$ cat src/rtl/edac_pkg.sv
package edac_pkg;

   localparam int unsigned DATA_W = 16;
   localparam int unsigned CHK_W  = 6;

   // parity groups: element k lists the data bits that feed check bit k
   localparam logic [CHK_W-1:0][DATA_W-1:0] GROUP_MASK = {
      16'hFF00, 16'hE0F8, 16'h1CC7, 16'h92B6, 16'h496D, 16'h271B
   };

   // check bits stored in complemented form
   localparam logic [CHK_W-1:0] CHK_INVERT = 6'b000011;

   typedef enum logic [1:0] {
      MODE_GEN   = 2'b00,
      MODE_PASS  = 2'b01,
      MODE_CORR  = 2'b10,
      MODE_LATCH = 2'b11
   } mode_e;

endpackage

$ cat src/rtl/edac_parity_gen.sv
module edac_parity_gen #(
   parameter int unsigned DATA_W = edac_pkg::DATA_W,
   parameter int unsigned CHK_W  = edac_pkg::CHK_W,
   parameter int unsigned COVER  = 3,
   parameter logic [CHK_W-1:0][DATA_W-1:0] GROUP_MASK = edac_pkg::GROUP_MASK,
   parameter logic [CHK_W-1:0] CHK_INVERT = edac_pkg::CHK_INVERT
) (
   input  logic [DATA_W-1:0] data,
   output logic [CHK_W-1:0]  chk
);

   localparam int unsigned ROW_W = DATA_W * COVER / CHK_W;

   function automatic int unsigned col_weight(input int unsigned col);
      int unsigned n = 0;
      for (int unsigned k = 0; k < CHK_W; k++) n += int'(GROUP_MASK[k][col]);
      return n;
   endfunction

   function automatic int unsigned row_weight(input int unsigned row);
      int unsigned n = 0;
      for (int unsigned i = 0; i < DATA_W; i++) n += int'(GROUP_MASK[row][i]);
      return n;
   endfunction

   for (genvar i = 0; i < DATA_W; i++) begin : g_col_chk
      if (col_weight(i) != COVER) begin : g_bad
         $error("data bit %0d is not in exactly %0d groups", i, COVER);
      end
   end

   for (genvar g = 0; g < CHK_W; g++) begin : g_tree
      if (row_weight(g) != ROW_W) begin : g_bad
         $error("group %0d does not hold %0d data bits", g, ROW_W);
      end
      assign chk[g] = (^(data & GROUP_MASK[g])) ^ CHK_INVERT[g];
   end

endmodule

$ cat src/rtl/edac_syndrome_decode.sv
module edac_syndrome_decode #(
   parameter int unsigned DATA_W = edac_pkg::DATA_W,
   parameter int unsigned CHK_W  = edac_pkg::CHK_W,
   parameter logic [CHK_W-1:0][DATA_W-1:0] GROUP_MASK = edac_pkg::GROUP_MASK
) (
   input  logic [CHK_W-1:0]  syndrome,
   output logic [DATA_W-1:0] flip,
   output logic              single_err,
   output logic              double_err
);

   localparam int unsigned CNT_W = $clog2(CHK_W + 1);

   function automatic logic [CHK_W-1:0] column_of(input int unsigned col);
      logic [CHK_W-1:0] c;
      for (int unsigned k = 0; k < CHK_W; k++) c[k] = GROUP_MASK[k][col];
      return c;
   endfunction

   logic [CHK_W-1:0] bad_pos;
   logic [CNT_W-1:0] bad_cnt;
   logic             col_hit;

   assign bad_pos = ~syndrome;

   for (genvar i = 0; i < DATA_W; i++) begin : g_match
      localparam logic [CHK_W-1:0] COL = column_of(i);
      assign flip[i] = (bad_pos == COL);
   end

   assign col_hit = |flip;

   always_comb begin
      bad_cnt = '0;
      for (int unsigned k = 0; k < CHK_W; k++) bad_cnt += CNT_W'(bad_pos[k]);
   end

   assign single_err = |bad_pos;
   assign double_err = (|bad_pos) && !(col_hit || bad_cnt == CNT_W'(1));

endmodule

$ cat src/rtl/edac_sec_ded.sv
module edac_sec_ded #(
   parameter int unsigned DATA_W = edac_pkg::DATA_W,
   parameter int unsigned CHK_W  = edac_pkg::CHK_W,
   parameter logic [CHK_W-1:0][DATA_W-1:0] GROUP_MASK = edac_pkg::GROUP_MASK,
   parameter logic [CHK_W-1:0] CHK_INVERT = edac_pkg::CHK_INVERT
) (
   input  logic              clk,
   input  logic              rst_n,
   input  logic [1:0]        mode,
   input  logic [DATA_W-1:0] data_in,
   input  logic [CHK_W-1:0]  chk_in,
   output logic [DATA_W-1:0] data_out,
   output logic [CHK_W-1:0]  chk_out,
   output logic              single_err,
   output logic              double_err
);
   import edac_pkg::*;

   if (DATA_W < 2 || CHK_W < 3) begin : g_bad_size
      $error("code too small for single-error correction");
   end

   logic              s1_q;
   logic              capture;
   logic [DATA_W-1:0] lat_data;
   logic [CHK_W-1:0]  lat_chk;
   logic [CHK_W-1:0]  gen_chk;
   logic [CHK_W-1:0]  re_chk;
   logic [CHK_W-1:0]  syndrome;
   logic [DATA_W-1:0] flip;
   logic              dec_single;
   logic              dec_double;

   assign capture = mode[1] && !s1_q;

   always_ff @(posedge clk or negedge rst_n) begin
      if (!rst_n) begin
         s1_q     <= 1'b0;
         lat_data <= '0;
         lat_chk  <= '0;
      end else begin
         s1_q <= mode[1];
         if (capture) begin
            lat_data <= data_in;
            lat_chk  <= chk_in;
         end
      end
   end

   edac_parity_gen #(
      .DATA_W(DATA_W), .CHK_W(CHK_W),
      .GROUP_MASK(GROUP_MASK), .CHK_INVERT(CHK_INVERT)
   ) i_gen_write (
      .data(data_in),
      .chk (gen_chk)
   );

   edac_parity_gen #(
      .DATA_W(DATA_W), .CHK_W(CHK_W),
      .GROUP_MASK(GROUP_MASK), .CHK_INVERT(CHK_INVERT)
   ) i_gen_read (
      .data(lat_data),
      .chk (re_chk)
   );

   assign syndrome = ~(lat_chk ^ re_chk);

   edac_syndrome_decode #(
      .DATA_W(DATA_W), .CHK_W(CHK_W), .GROUP_MASK(GROUP_MASK)
   ) i_decode (
      .syndrome  (syndrome),
      .flip      (flip),
      .single_err(dec_single),
      .double_err(dec_double)
   );

   always_comb begin
      data_out   = '0;
      chk_out    = '0;
      single_err = 1'b0;
      double_err = 1'b0;
      case (mode)
         MODE_GEN:   chk_out = gen_chk;
         MODE_LATCH: begin
            single_err = dec_single;
            double_err = dec_double;
         end
         MODE_CORR: begin
            data_out   = lat_data ^ flip;
            chk_out    = syndrome;
            single_err = dec_single;
            double_err = dec_double;
         end
         default: ;
      endcase
   end

   // capture only on a rising mode[1]
   assert_capture_R3: assert property (@(posedge clk) disable iff (!rst_n)
      capture |=> (lat_data == $past(data_in)) && (lat_chk == $past(chk_in)));
   assert_hold_R3: assert property (@(posedge clk) disable iff (!rst_n)
      !capture |=> $stable(lat_data) && $stable(lat_chk));

   // no error: clean pass-through
   assert_clean_R5: assert property (@(posedge clk) disable iff (!rst_n)
      (mode == MODE_CORR && chk_out == '1) |-> (!single_err && data_out == lat_data));

   // a corrected data error changes one bit at most
   assert_one_fix_R6: assert property (@(posedge clk) disable iff (!rst_n)
      (mode == MODE_CORR && single_err && !double_err)
         |-> ($countones(data_out ^ lat_data) <= 1));

   // a check-bit error leaves the data alone
   assert_chk_only_R7: assert property (@(posedge clk) disable iff (!rst_n)
      (mode == MODE_CORR && $countones(~chk_out) == 1)
         |-> (data_out == lat_data && single_err && !double_err));

   // an uncorrectable error raises both flags and keeps the data
   assert_double_R8: assert property (@(posedge clk) disable iff (!rst_n)
      double_err |-> single_err);
   assert_no_fix_R8: assert property (@(posedge clk) disable iff (!rst_n)
      (mode == MODE_CORR && double_err) |-> (data_out == lat_data));

   // three zeros with no correction means an unused column
   assert_unused_col_R9: assert property (@(posedge clk) disable iff (!rst_n)
      (mode == MODE_CORR && $countones(~chk_out) == 3 && data_out == lat_data)
         |-> double_err);

   // syndrome steady until the next capture
   assert_steady_R11: assert property (@(posedge clk) disable iff (!rst_n)
      (mode == MODE_CORR && s1_q) |=> (mode != MODE_CORR) || $stable(chk_out));

endmodule

$ cat config.mk
export PLATFORM = sky130hd
export DESIGN_NAME = edac_sec_ded
export DESIGN_NICKNAME = d
export VERILOG_FILES = /design/src/rtl/edac_pkg.sv /design/src/rtl/edac_parity_gen.sv /design/src/rtl/edac_syndrome_decode.sv /design/src/rtl/edac_sec_ded.sv
export SDC_FILE = /design/constraint.sdc
export NUM_CORES = 1
export LEC_CHECK = 0
export ABC_AREA = 1
export BUFFER_PORTS_ARGS = -buffer_cell sky130_fd_sc_hd__buf_2
export CORE_ASPECT_RATIO = 1.4
export CORE_MARGIN = 2
export CORE_UTILIZATION = 30
export CTS_CLUSTER_DIAMETER = 150
export DETAILED_ROUTE_END_ITERATION = 8
export SYNTH_ARGS = -nofsm -noshare
export SYNTH_HDL_FRONTEND = slang
export SYNTH_SLANG_ARGS = --single-unit
$ cat constraint.sdc
create_clock -name clk -period 8 [get_ports clk]
set_input_delay 1.6 -clock clk [delete_from_list [all_inputs] [get_ports clk]]
set_output_delay 1.6 -clock clk [all_outputs]
set_load 0.1 [all_outputs]
==> metrics.txt, run 1 <==
cells along the critical path=inv_2 > nand2_1 > nand2_1 > xor2_1 > xnor2_1 > xnor2_1 > inv_1 > ha_1 > fa_1 > inv_1 > fa_1 > fa_1 > or3b_2 > o21ai_0 > nor2_1 > nand2_1 > nor2_1 > buf_2; crit path time final=6050 ps; Hold Crit Class=flip-flop to flip-flop; Flop pwr share=14.4%; routed length per instance=14.0 um; Clock Tree Buf Depth=2; Hold EP=lat_chk[1]; number of global-route vias before repair=2,472; Total GRT Usage=16.9%; fmax=0.165 GHz; Synth Warn #=0; Final Setup Violations=0; fin util=36.3%; first-pass GRT wire length=12,000 um; CP Capture Type=output port; Layout fillers=920; sequential share of the synthesized area=22.6%; ant diodes=0; final setup TNS=0 ps; CP Max Fanout=6; initial antenna violation count=0; Clk pwr share=10.7%; mean number of vias per cell=4.81; Avg Cell Area, Syn=6.64 um^2; Starting Density=31.1%; Residual DRC=0; Combinational Power Share=74.9%; Skew-Pair Late Insertion Delay=260 ps; Post-DP Area=2900 um^2; RSZ-0062 raised after global routing=false; Tcrit/Tclk final=75.6%; Syn Std Cell Area=2550 um^2; PortBufs=49; WHS=542 ps; Sw Ratio=59.6%; Slowest Stage Delay on Critical Path=490 ps; Peak supply drop=0.306 mV; post-CTS sizing=0; post-route cell area=2980 um^2; reg2reg setup slack=6590 ps; clk sinks=23; Seq cells post-synth=23; # hold bufs at CTS=0; adder-cell share of the synthesized area=4.32%; Post-DRT Antenna Nets=0; CP Launch Type=flip-flop; routability cong.=0.892; number of distinct library cells after synthesis=29; Int Pwr=0.420 mW; top cell type's share of synthesized area=22.6%; Compound-Gate Fraction of Synth Area=10.8%; HPWL Detailed=6330 um; Pwr per Cell Area=350 nW/um^2; commonest non-fill, non-tap cell in the layout=nand2_1; largest net degree at the start of global routing=42; clock-pin transition on the worst setup and hold timing paths=60 ps; CTS Buf Count=3; Pre-antenna DRT Iters=4; Crit path required time=6400 ps; kind of critical path=flip-flop to output port; Yosys top cell by area=dfrtp_1; htree depth=1; worst r2r src=s1_q; die span in y=113 um; Worst R2R End=lat_chk[1]; # rows=39; Post-Syn Nets=417; hold path start=lat_chk[1]; WL final=7480 um; total global routing overflow=0; P&R area growth vs syn=16.9%; slowest CP cell=fa_1; leak pwr=1.52 nW; via count=2,564; Core Footprint=8200 um^2; mux contribution to synthesized area=1.33%; simple-gate share of the synthesized area=35.7%; layout cell share with drive strength beyond 1=22.0%; commonest cells after routing, fill and taps aside=nand2_1 (100), buf_2 (49), nor2_1 (36); top post-synthesis cells by area=dfrtp_1 (23%), nand2_1 (15%), xnor2_1 (8.6%), xor2_1 (8.2%), a21oi_1 (6.1%); main combinational cell family by area after synthesis=simple AND/OR/NAND/NOR gates; Reg2Reg Depth=2; Hold Fails Final Rpt=0; clock root cell=clkbuf_16; clk_skew=1.12 ps; Nets=465; cells after synthesis=384; Rel. slew slack=41.9%; Die X=81.9 um; xor and xnor fraction of the mapped netlist area=17.9%; num ports=50; Critical Path AT=4450 ps; max-cap violations=0; Least-Margin Pin Slew=868 ps; Post-CTS Repair Setup Buffers=0; WHS Path Cells=1; drt initial violations=160; DIE AREA=9260 um^2; Sw Pwr=0.621 mW; Slew Limit Fails=0; status=finished, final reports clean; TritonCTS clock tree=built
[kinds of logic (layout without fill, tap and decap cells)]
group | count (synthesis) | in the layout
flops | 23 | 23
fa+ha+maj | 7 | 7
compound gates | 52 | 52
mux | 3 | 3
xor+xnor | 50 | 50
simple gates | 199 | 199
buf+inv | 50 | 97
[worst max-delay path: cells and delay by family, from the launching register on]
family / cells / cell delay [ps]
AO/OA/AOI/OAI: 1 / 80
buffers and inverters: 4 / 560
AND/OR/NAND/NOR: 6 / 810
adder cells (fa/ha/maj): 4 / 1610
XOR/XNOR: 3 / 650
flip-flops: 1 / 480
[power groups by stage]
| stage | clock [mW] | sequential (mW) | combinational, mW |
|---|---|---|---|
| after global routing | 0.117 | 0.152 | 0.852 |
| after floorplan | 0 | 0.147 | 0.626 |
| after CTS | 0.114 | 0.150 | 0.782 |
| after global placement | 0 | 0.151 | 0.762 |
| after detailed placement | 0 | 0.152 | 0.778 |
| final | 0.111 | 0.150 | 0.780 |
[registers in the layout, summed over array words and instances, names as in the netlist]
register,flops
s1_q,1
lat_data,16
lat_chk,6
[synthesized netlist by cell type]
library cell and instances:
inv_2 15, nand3_2 3, nand2_4 4, ha_1 4
xnor2_1 25, nand3_4 1, a21oi_1 31, fa_1 3
o21ai_0 12, a31oi_1 2, nand2_2 9, nor2_1 36
or3b_2 1, o22ai_1 1, nor3_1 13, o21ai_1 2
xor2_4 1, nand4_1 1, nor2_2 1, o31ai_1 4
dfrtp_1 23, xor2_1 24, mux2_2 3, nor2_4 2
or2_2 2, nand3_1 26, clkbuf_1 6, nand2_1 100
inv_1 29
[area by class of cell]
type	instances	area [um^2]	share of cell area (%)
flip-flops and latches	23	576	19.3
inverters	44	165	5.54
multi-input cells	311	1790	59.9
repair buffers	49	245	8.23
clock buffers	3	75.1	2.52
clock inverters	1	5.00	0.168
well taps	102	128	4.28
[per-layer routing]
metal	wire (um)	global-route usage (%)	vias to the layer above
li1	-	-	1324
met1	3260	21.0	1174
met2	3710	28.0	52
met3	227	0.957	14
met4	284	10.1	0
met5	0	0	-
[through the flow]
step,setup WS [ps],power (mW),cells
after floorplan,1880,0.773,384
after global placement,2360,0.913,529
after detailed placement,2240,0.930,529
after CTS,1940,1.05,533
after global routing,1730,1.12,533
final,1950,1.04,533
[worst max-delay path by stage]
stage                     start          to  slack [ps]
floorplan            data_in[2]  chk_out[3]        1880
global placement    lat_data[0]  double_err        2360
detailed placement  lat_data[0]  double_err        2240
CTS                 lat_data[0]  double_err        1940
global route        lat_data[0]  double_err        1730
finish              lat_data[0]  double_err        1950
No activity file was read; power rests on OpenSTA's default activity.
==> run 2, diff against run 1 <==
--- a/config.mk
+++ b/config.mk
@@ -5,7 +5,7 @@
 export SDC_FILE = /design/constraint.sdc
 export NUM_CORES = 1
 export LEC_CHECK = 0
-export ABC_AREA = 1
+export ABC_AREA = 0
 export BUFFER_PORTS_ARGS = -buffer_cell sky130_fd_sc_hd__buf_2
 export CORE_ASPECT_RATIO = 1.4
 export CORE_MARGIN = 2
==> constraint.sdc (replaced) <==
create_clock -name clk -period 6.3 [get_ports clk]
set_input_delay 1.26 -clock clk [delete_from_list [all_inputs] [get_ports clk]]
set_output_delay 1.26 -clock clk [all_outputs]
set_load 0.1 [all_outputs]
==> run 2 against run 1 <==
Register-to-register slack worse by 2100 ps. Via count shrank 28%. Setup slack worse by 1300 ps. Non-clock buffer count rose by 1. Wire length is 17% lower. First-iteration DRC count shrank 52%. Clock skew increased by 1.6 ps. Largest cell class unchanged. Synthesized cell count fell by 37%. Final cell count fell by 27%. Die area is 5.0% lower. Global-route usage is 2.2 points lower. Clock-buffer cell count is 1 higher.
==> metrics.txt, run 2 <==
status=finished, final reports clean; largest registers in the final layout=lat_data: 16 flops, lat_chk: 6 flops, s1_q: 1 flops; Die X=79.8 um; clk_skew=2.70 ps; main combinational cell family by area after synthesis=XOR/XNOR gates; via count=1,839; Post-CTS Repair Setup Buffers=0; cells after synthesis=243; Slowest Stage Delay on Critical Path=580 ps; number of distinct library cells after synthesis=40; TritonCTS clock tree=built; Post-synth top flop=dfrtp_1; Hold Crit Class=flip-flop to flip-flop; Yosys top cell by area=dfrtp_1; CP Buf/Inv Count=3; Largest Register=lat_data; Least-Margin Pin Slew=1180 ps; CP Capture Type=output port; slowest CP cell=xnor3_2; post-CTS sizing=0; PortBufs=49; clk sinks=23; total global routing overflow=0; Nets=322; Slew Limit Fails=0; die span in y=110 um; Seq. cell area=576 um^2; first-pass GRT wire length=9790 um; commonest non-fill, non-tap cell in the layout=buf_2; cells along the critical path=xnor2_2 > xnor3_2 > xnor2_4 > inv_2 > fa_1 > inv_1 > fa_1 > fa_1 > nor2_1 > nand2_1 > nand2_1 > nor4_2 > buf_2; simple-gate share of the synthesized area=12.7%; Skew-Pair Late Insertion Delay=260 ps; clock-pin transition on the worst setup and hold timing paths=80 ps; Compound-Gate Fraction of Synth Area=5.03%; Post-DRT Antenna Nets=0; CP Max Fanout=10; CTS Buf Count=3; DIE AREA=8790 um^2; Crit path required time=5040 ps; fmax=0.177 GHz; top post-synthesis cells by area=dfrtp_1 (24%), xnor2_1 (17%), mux2_2 (11%), xor2_1 (9.8%), xnor3_2 (4.9%); Residual DRC=0; adder-cell share of the synthesized area=4.56%; xor and xnor fraction of the mapped netlist area=38.1%; Total GRT Usage=14.6%; RSZ-0062 raised after global routing=false; # rows=38; Post-Syn Nets=276; number of global-route vias before repair=1,871; clock root cell=clkbuf_8; Synth Warn #=0; Critical Path AT=4400 ps; top cell type's share of synthesized area=23.8%; CP Launch Type=flip-flop; most frequent cell after synthesis=xnor2_1; initial antenna violation count=0; Avg Cell Area, Syn=9.94 um^2; layout cell share with drive strength beyond 1=33.3%; Final Setup Violations=0; top cell family by delay on the critical path=adder cells; Layout fillers=827; crit path time final=5660 ps; routed length per instance=15.9 um; kind of critical path=flip-flop to output port; commonest cells after routing, fill and taps aside=buf_2 (49), xnor2_1 (46), nor2_1 (30); largest net degree at the start of global routing=24; HPWL Detailed=5170 um; max-cap violations=0; mean number of vias per cell=4.74; Seq cells post-synth=23; number of synthesized flops with an enable pin=0; drt initial violations=77; synth cell count leaders=xnor2_1 (46), nor2_1 (31), xor2_1 (27); Clock Tree Buf Depth=2; WL final=6180 um; ant diodes=0; mux contribution to synthesized area=12.5%; Async SR Flop Fraction=100%; Hold Fails Final Rpt=0; Pre-antenna DRT Iters=4; final setup TNS=0 ps; P&R area growth vs syn=16.3%; htree depth=1; routability cong.=0.912; Tcrit/Tclk final=89.8%; Core Footprint=7800 um^2; sequential share of the synthesized area=23.8%; Largest register FFs=16; Syn Std Cell Area=2410 um^2; Starting Density=31.0%; # hold bufs at CTS=0; Crit path top cell by count=fa_1; Rel. slew slack=21.3%; num ports=50; multi-input logic area=1780 um^2
==> run 2: worst paths after layout <==
kind,slack (ps),end,startpoint,depth (start not counted)
max,640,double_err,lat_data[1],13
min,540,lat_chk[5],lat_chk[5],1
max reg2reg,4500,lat_data[11],s1_q,2
min reg2reg,540,lat_chk[5],lat_chk[5],1
max in group asynchronous,4970,lat_chk[4],rst_n,1
min in group asynchronous,960,lat_data[2],rst_n,1
==> run 2: cell families (layout without fill, tap and decap cells) <==
family | after synthesis | in the layout
multiplexers | 26 | 26
XOR/XNOR | 85 | 85
AO/OA/AOI/OAI | 18 | 18
adder cells (fa/ha/maj) | 7 | 7
AND/OR/NAND/NOR | 66 | 66
buffers and inverters | 18 | 63
flip-flops | 23 | 23
==> run 2: per-layer routing <==
| metal | part of all wire, % | vias up | track usage [%] | wire length, um |
|---|---|---|---|---|
| met2 | 53 | 44 | 27.1 | 3290 |
| met4 | 2.1 | 0 | 5.21 | 127 |
| met5 | 0 | - | 0 | 0 |
| li1 | - | 903 | - | - |
| met1 | 41 | 881 | 17.6 | 2520 |
| met3 | 3.9 | 11 | 1.14 | 240 |
==> run 2: layout make-up <==
| cell class | instances | share of cell area [%] |
|---|---|---|
| Multi-Input combinational cell | 202 | 63.2 |
| Sequential cell | 23 | 20.5 |
| Tap cell | 100 | 4.46 |
| Clock buffer | 4 | 1.60 |
| Timing Repair Buffer | 50 | 9.00 |
| Inverter | 9 | 1.20 |
==> run 2: worst reg2reg max path: stages (launching register included) <==
cell and delay (ps):
dfrtp_1 380, nor2_2 880, mux2_2 430
==> run 2: stage by stage <==
stage	utilization, %	cell area (um^2)	setup WS, ps	hold WS (ps)	std cells
global placement	35.4	2760	940	507	384
CTS	36.0	2810	610	539	388
floorplan	-	2430	169	492	243
finish	36.0	2810	642	539	388
detailed placement	35.4	2760	925	520	384
global route	36.0	2810	446	556	388
Power of run 2 is left out: the tool's default activity adds up to more than one toggle a clock period on the data nets, which glitch-free logic cannot reach.
